### src/rtl/gpio_bank_ctrl.sv
module gpio_bank_ctrl #(
  parameter int NUM_PINS = 136,
  parameter int ADDR_W   = 12
) (
  input  logic                clk,
  input  logic                rst_n,
  input  logic [ADDR_W-1:0]   addr,
  input  logic                wr_en,
  input  logic [7:0]          wdata,
  output logic [7:0]          rdata,
  input  logic [NUM_PINS-1:0] pin_in,
  output logic [NUM_PINS-1:0] pin_out,
  output logic [NUM_PINS-1:0] pin_oe
);
  localparam int NUM_BANKS = NUM_PINS / 8;
  localparam int SLOT_W    = ADDR_W - 3;
  localparam logic [ADDR_W-1:0] HOLE_LO  = ADDR_W'('h90);
  localparam logic [ADDR_W-1:0] HOLE_SZ  = ADDR_W'('h10);
  localparam logic [ADDR_W-1:0] HOLE_END = HOLE_LO + HOLE_SZ;
  localparam logic [SLOT_W-1:0] LAST_SLOT = SLOT_W'(NUM_BANKS);

  logic [ADDR_W-1:0]   lin;
  logic [SLOT_W-1:0]   slot, bank_idx;
  logic                in_hole, hit, sel_dir;
  logic [NUM_PINS-1:0] lat_q, dir_q, sync1_q, sync2_q, view;
  logic [7:0]          rbyte;

  assign in_hole  = (addr >= HOLE_LO) && (addr < HOLE_END);
  assign lin      = (addr >= HOLE_END) ? addr - HOLE_SZ : addr;
  assign slot     = lin[ADDR_W-1:3];
  assign bank_idx = slot - SLOT_W'(1);
  assign sel_dir  = lin[2];
  assign hit      = !in_hole && (lin[1:0] == 2'b00) && (slot != '0) && (slot <= LAST_SLOT);

  always_ff @(posedge clk or negedge rst_n) begin
    if (!rst_n) begin
      sync1_q <= '0;
      sync2_q <= '0;
    end else begin
      sync1_q <= pin_in;
      sync2_q <= sync1_q;
    end
  end

  for (genvar b = 0; b < NUM_BANKS; b++) begin : g_bank
    logic       wsel;
    logic [7:0] lat_b, dir_b;
    assign wsel = wr_en && hit && (bank_idx == SLOT_W'(b));
    always_ff @(posedge clk or negedge rst_n) begin
      if (!rst_n) begin
        lat_b <= '0;
        dir_b <= '1;
      end else if (wsel) begin
        if (sel_dir) dir_b <= wdata;
        else         lat_b <= wdata;
      end
    end
    assign lat_q[b*8 +: 8] = lat_b;
    assign dir_q[b*8 +: 8] = dir_b;
  end

  assign view = (dir_q & sync2_q) | (~dir_q & lat_q);

  always_comb begin
    rbyte = '0;
    for (int b = 0; b < NUM_BANKS; b++)
      if (bank_idx == SLOT_W'(b))
        rbyte = sel_dir ? dir_q[b*8 +: 8] : view[b*8 +: 8];
  end

  assign rdata   = hit ? rbyte : 8'h00;
  assign pin_out = lat_q;
  assign pin_oe  = ~dir_q;
endmodule

### config.mk
export PLATFORM = sky130hd
export DESIGN_NAME = gpio_bank_ctrl
export DESIGN_NICKNAME = d
export VERILOG_FILES = /design/src/rtl/gpio_bank_ctrl.sv
export SDC_FILE = /design/constraint.sdc
export NUM_CORES = 1
export LEC_CHECK = 0
export ABC_CLOCK_PERIOD_IN_PS = 10600
export BUFFER_PORTS_ARGS = -buffer_cell sky130_fd_sc_hd__buf_4
export CORE_MARGIN = 2
export CORE_UTILIZATION = 45
export CTS_CLUSTER_DIAMETER = 60
export CTS_CLUSTER_SIZE = 40
export DETAILED_ROUTE_END_ITERATION = 10
export GPL_ROUTABILITY_DRIVEN = 0
export PLACE_DENSITY_LB_ADDON = 0.05
export SETUP_SLACK_MARGIN = 0.5
export SLEW_MARGIN = 20
export SYNTH_ARGS = -nofsm -noshare
export SYNTH_HDL_FRONTEND = slang
export SYNTH_SLANG_ARGS = --single-unit
### constraint.sdc
create_clock -name clk -period 10.6 [get_ports clk]
set_input_delay 1.59 -clock clk [delete_from_list [all_inputs] [get_ports clk]]
set_output_delay 1.59 -clock clk [all_outputs]
set_load 0.02 [all_outputs]
[Word-level counts from Yosys, hierarchy flattened]
Index checks and enable logic that the tools add are counted.
Cells by class
  reductions and logical operators: 60
  mux-type cells: 36
  equality and inequality tests: 16
  bitwise operators: 5
  order comparisons: 4
  add/subtract/negate cells: 2
Operator list (count)
  8-bit two-way mux: 35
  136-bit AND: 2
  136-bit inverter: 1
  136-bit bitwise OR: 1
  9-bit by 4-bit equality test with 1-bit output (second input constant): 8
  2-bit AND reduction: 34
  9-bit by 3-bit equality test with 1-bit output (second input constant): 4
  12-bit by 8-bit greater-or-equal comparator with 1-bit output (second input constant): 2
  1-bit logical AND: 22
  9-bit by 2-bit equality test with 1-bit output (second input constant): 2
  12-bit by 8-bit less-than comparator with 1-bit output (second input constant): 1
  12-bit two-way mux: 1
  12-bit by 5-bit subtractor with 12-bit output (second input constant): 1
  9-bit by 1-bit equality test with 1-bit output (second input constant): 1
  9-bit by 5-bit equality test with 1-bit output (second input constant): 1
  9-bit by 5-bit <= comparator with 1-bit output (second input constant): 1
  9-bit logical NOT: 1
  9-bit nonzero test: 1
  9-bit by 1-bit subtractor with 9-bit output (second input constant): 1
  2-bit logical NOT: 1
  1-bit logical NOT: 1
  1-bit inverter: 1
Storage, ports and cells
  word-level logic and storage cells: 159
  register bits: 544
  bits of input ports: 159
  output and inout port bits: 280

[Longest topological paths before layout]
  word-level depth: 22
  mapped depth: 15
  gate-level depth less buffers: 11

[Worst setup path before layout]
OpenSTA, ideal clock, no wires.
  path kind: input to output
  start point: input addr[11]
  end point: output rdata[0]
  path buffers: 2
  arrival: 4.813 ns
  stages: 11
  required time: 9.010 ns
  setup slack: 4.197 ns
  path through: or4_1 -> buf_2 -> a311oi_4 -> mux2_4 -> and4_1 -> buf_4 -> o211ai_1 -> o22ai_1 -> nor4_1 -> o211ai_1 -> o21ai_0
Between the ends
  longest elaborated chain between the ends: 22
  elaborated cells between the ends (all ways): 66
  those cells by class: 2 x add/sub; 4 x order compare; 16 x eq/ne; 36 x mux; 8 x reduce/logical
Ends and longest elaborated chain
  start: declaration: line 7  | input logic [ADDR_W-1:0] addr,
  12-bit by 5-bit subtractor with 12-bit output / 12-bit by 8-bit greater-or-equal comparator with 1-bit output (equally long branches): line 29  | assign lin = (addr >= HOLE_END) ? addr - HOLE_SZ : addr;
  12-bit two-way mux: line 29
  9-bit by 1-bit subtractor with 9-bit output: line 31  | assign bank_idx = slot - SLOT_W'(1);
  9-bit logical NOT: line 67  | if (bank_idx == SLOT_W'(b))
  8-bit two-way mux (17 in series): line 67
  8-bit two-way mux (*): line 71  | assign rdata = hit ? rbyte : 8'h00;
  end: declaration: line 10  | output logic [7:0] rdata,
Every way passes the cells marked *; elsewhere a longest branch is shown, timed or not.

[Worst setup path in the final report]
  start point: input addr[2]
  end point: output rdata[3]
The elaborated chain is that of the path after synthesis.

==> out/metrics.yaml <==
outcome:
  status: "finished, final reports clean"
detailed_routing:
  finalWirelength_mm: 73.3
  routedWlPerCell_um: 25.5
  drtIter0Drc: 1286
  drt_first_pass_iters: 5
  vias: 15938
  vias_per_cell: 5.54
  drc: 0
  ant_nets: 0
timing:
  fin_tns_setup_ns: 0
  whs_ns: 0.339
  fin_skew_ns: 0.0158
  worst_pin_slew_ns: 0.951
  finalCriticalPeriod_ns: 7.75
  finalCritPeriodShare_pct: 73.1
  slew_headroom_pct: 36.6
  setup_viol: 0
  grt_setup_unrepaired: "false"
  fmax_ghz: 0.129
  hold_viol_final: 0
  maxSlewViolCount: 0
power:
  p_int_mw: 3.04
  swShare_pct: 25.8
  p_per_area_mw_per_mm2: 149
  power_mw: 4.10
  combPwrFrac_pct: 5.0
  clock_power_share_pct: 42.7
  peakVddDrop_mv: 0.118
  p_switching_mw: 1.06
  leakage_nw: 12.7
  seqPwrFrac_pct: 52.3
yosys:
  synth.largest_area_cell: "dfrtp_1"
  ys_seq_elements: 544
  synth_nets: 1916
  synth.distinct_cells: 76
  synth_warnings: 0
  synth-edff-count: 0
  syn_area_mm2: 0.0221
  synthArstFlopShare_pct: 100
  synth_area_per_cell_um2: 12.6
  synth-main-ff-cell: "dfrtp_1"
  yosysSeqAreaShare_pct: 62.4
  syn_inst: 1754
  synthTopCellsByArea: "dfrtp_1 46%, dfstp_2 16%, mux2_2 13%"
  synth_top_area_share_pct: 46.2
floorplanning:
  io_pins: 439
  die_w_um: 226
  fp-row-count: 81
  core_mm2: 0.0487
  die_area_mm2: 0.0509
  start_util_pct: 45.3
  die_h_um: 226
setup_path:
  worstSetupEndpointType: "output pin"
  cp_cell_sequence: "buf_4 -> or4_1 -> o211ai_1 -> nand3_1 -> a2111oi_2 -> nand3_1 -> o21ai_1 -> a211oi_1 -> or4_1 -> a31oi_1 -> buf_4"
  setup.worst_path.class: "in -> out"
  max_stage_delay_ns: 0.87
  critPathLaunchType: "primary input"
  critical-path-slowest-cell: "a2111oi_2"
  required_ns: 9.01
  worstPathMaxFanout: 29
  arrival_ns: 6.16
run:
  maxCapViolCount: 0
clocking:
  clk_pin_slew_worst_paths_ns: 0.08
  cts_max_path_buffers: 3
  postCtsSetupRepairBufs: 0
  numClockSinks: 544
  cts_inserted_buffers: 44
  cts-root-buf: "clkbuf_16"
  cts_tree: "done"
  cts_htree_levels: 2
  cts_hold_buf: 0
  cts_resized: 0
  insertion_delay_ns: 0.58
layout:
  layout-drive-gt1-share_pct: 44.6
  finalNetCount: 2335
  mostFrequentLayoutCell: "buf_4"
  final_cell_mix: "444 x buf_4, 408 x dfrtp_1, 257 x mux2_2"
  area_growth_syn_to_layout_pct: 25.0
  utilization_pct: 56.6
worst_hold_path:
  hold_class: "reg -> reg"
placement:
  dpl.hpwl_mm: 51.6
  port-buffer-count: 438
global_routing:
  grt_use_total_pct: 28.8
  grt_pass1_wl_mm: 106
  antenna_found_initial: 1
  grt_max_degree: 185
  grt-ovfl-total: 0
  grt_pass1_vias: 15625
path summary, 6_finish.rpt:
check                                           startpoint                         endpoint  slack [ns]  cells after the start
setup reg to reg           g_bank[11].lat_b[4]$_DFFE_PN0P_  g_bank[11].lat_b[4]$_DFFE_PN0P_        9.75                      1
min in group asynchronous                            rst_n            sync1_q[31]$_DFF_PN0_        1.11                      1
setup / recovery                                   addr[2]                         rdata[3]        2.85                     11
hold reg to reg                      sync1_q[21]$_DFF_PN0_            sync2_q[21]$_DFF_PN0_        0.34                      0
max in group asynchronous                            rst_n            sync2_q[91]$_DFF_PN0_        7.91                      3
hold / removal                       sync1_q[21]$_DFF_PN0_            sync2_q[21]$_DFF_PN0_        0.34                      0
kinds of logic after synthesis:
kind of cell               count (synthesis)  share of synthesized area (%)
DFF                                      544                           62.4
AOI/OAI and AO/OA                        380                           10.3
and+or+nand+nor                          329                           8.99
muxes                                    278                           14.2
buffers and inverters                    216                           3.81
xor gates and xnor gates                   4                          0.159
adders and majority gates                  3                          0.170
through the flow:
step	std cells	instance area, um^2	setup slack (ns)
after floorplan	1754	22100	4.20
after global placement	2790	26000	3.12
after detailed placement	2790	26000	2.96
after CTS	2872	27600	2.92
after global routing	2874	27600	2.60
final	2875	27600	2.85
power groups by stage:
stage | clock network (mW) | logic (mW) | registers, mW
detailed placement | 0 | 0.206 | 2.18
floorplan | 0 | 0.0716 | 2.18
global route | 1.87 | 0.225 | 2.15
global placement | 0 | 0.204 | 2.18
finish | 1.75 | 0.206 | 2.15
CTS | 1.79 | 0.207 | 2.15
sequential cells by signal (all words and copies together) (netlist names):
register / count
g_bank.dir_b: 136
g_bank.lat_b: 136
sync1_q: 136
sync2_q: 136
synthesized netlist by cell type (5+ instances only):
| cell | n |
|---|---|
| dfrtp_1 | 408 |
| mux2_2 | 257 |
| a21oi_1 | 149 |
| inv_1 | 141 |
| dfstp_2 | 136 |
| nor2_1 | 127 |
| o21ai_0 | 102 |
| nand3_1 | 62 |
| clkbuf_1 | 55 |
| nand2_1 | 41 |
| a31oi_1 | 27 |
| nor2_8 | 20 |
| o22ai_1 | 20 |
| mux2_1 | 16 |
| a211oi_1 | 13 |
| nor3_1 | 13 |
| o211ai_1 | 11 |
| nor2_2 | 10 |
| o21a_1 | 10 |
| buf_2 | 9 |
| buf_1 | 8 |
| nor4_1 | 7 |
| a311oi_1 | 5 |
| nand3_2 | 5 |
| nor2b_1 | 5 |
| o221ai_1 | 5 |
metal layers:
| layer | up-vias | global-route usage (%) | routed length, um |
|---|---|---|---|
| li1 | 6941 | - | - |
| met1 | 8329 | 41.4 | 32100 |
| met2 | 574 | 45.0 | 34600 |
| met3 | 94 | 5.20 | 4840 |
| met4 | 0 | 8.31 | 1840 |
| met5 | - | 0 | 0 |
area by class of cell:
cell class / count / area [um^2]
Antenna cell: 2 / 5.00
Fill cell: 4193 / 21100
Multi-Input combinational cell: 994 / 7470
Clock buffer: 48 / 1150
Timing Repair Buffer: 448 / 3420
Sequential cell: 544 / 13800
Tap cell: 664 / 831
Inverter: 141 / 532
Clock inverter: 34 / 420
critical path, delay by kind of cell:
| kind | cells | cell delay [ns] |
|---|---|---|
| buffers and inverters | 2 | 0.40 |
| and+or+nand+nor | 4 | 2.40 |
| AOI/OAI and AO/OA | 5 | 1.74 |
(Power assumes the default switching activity.)
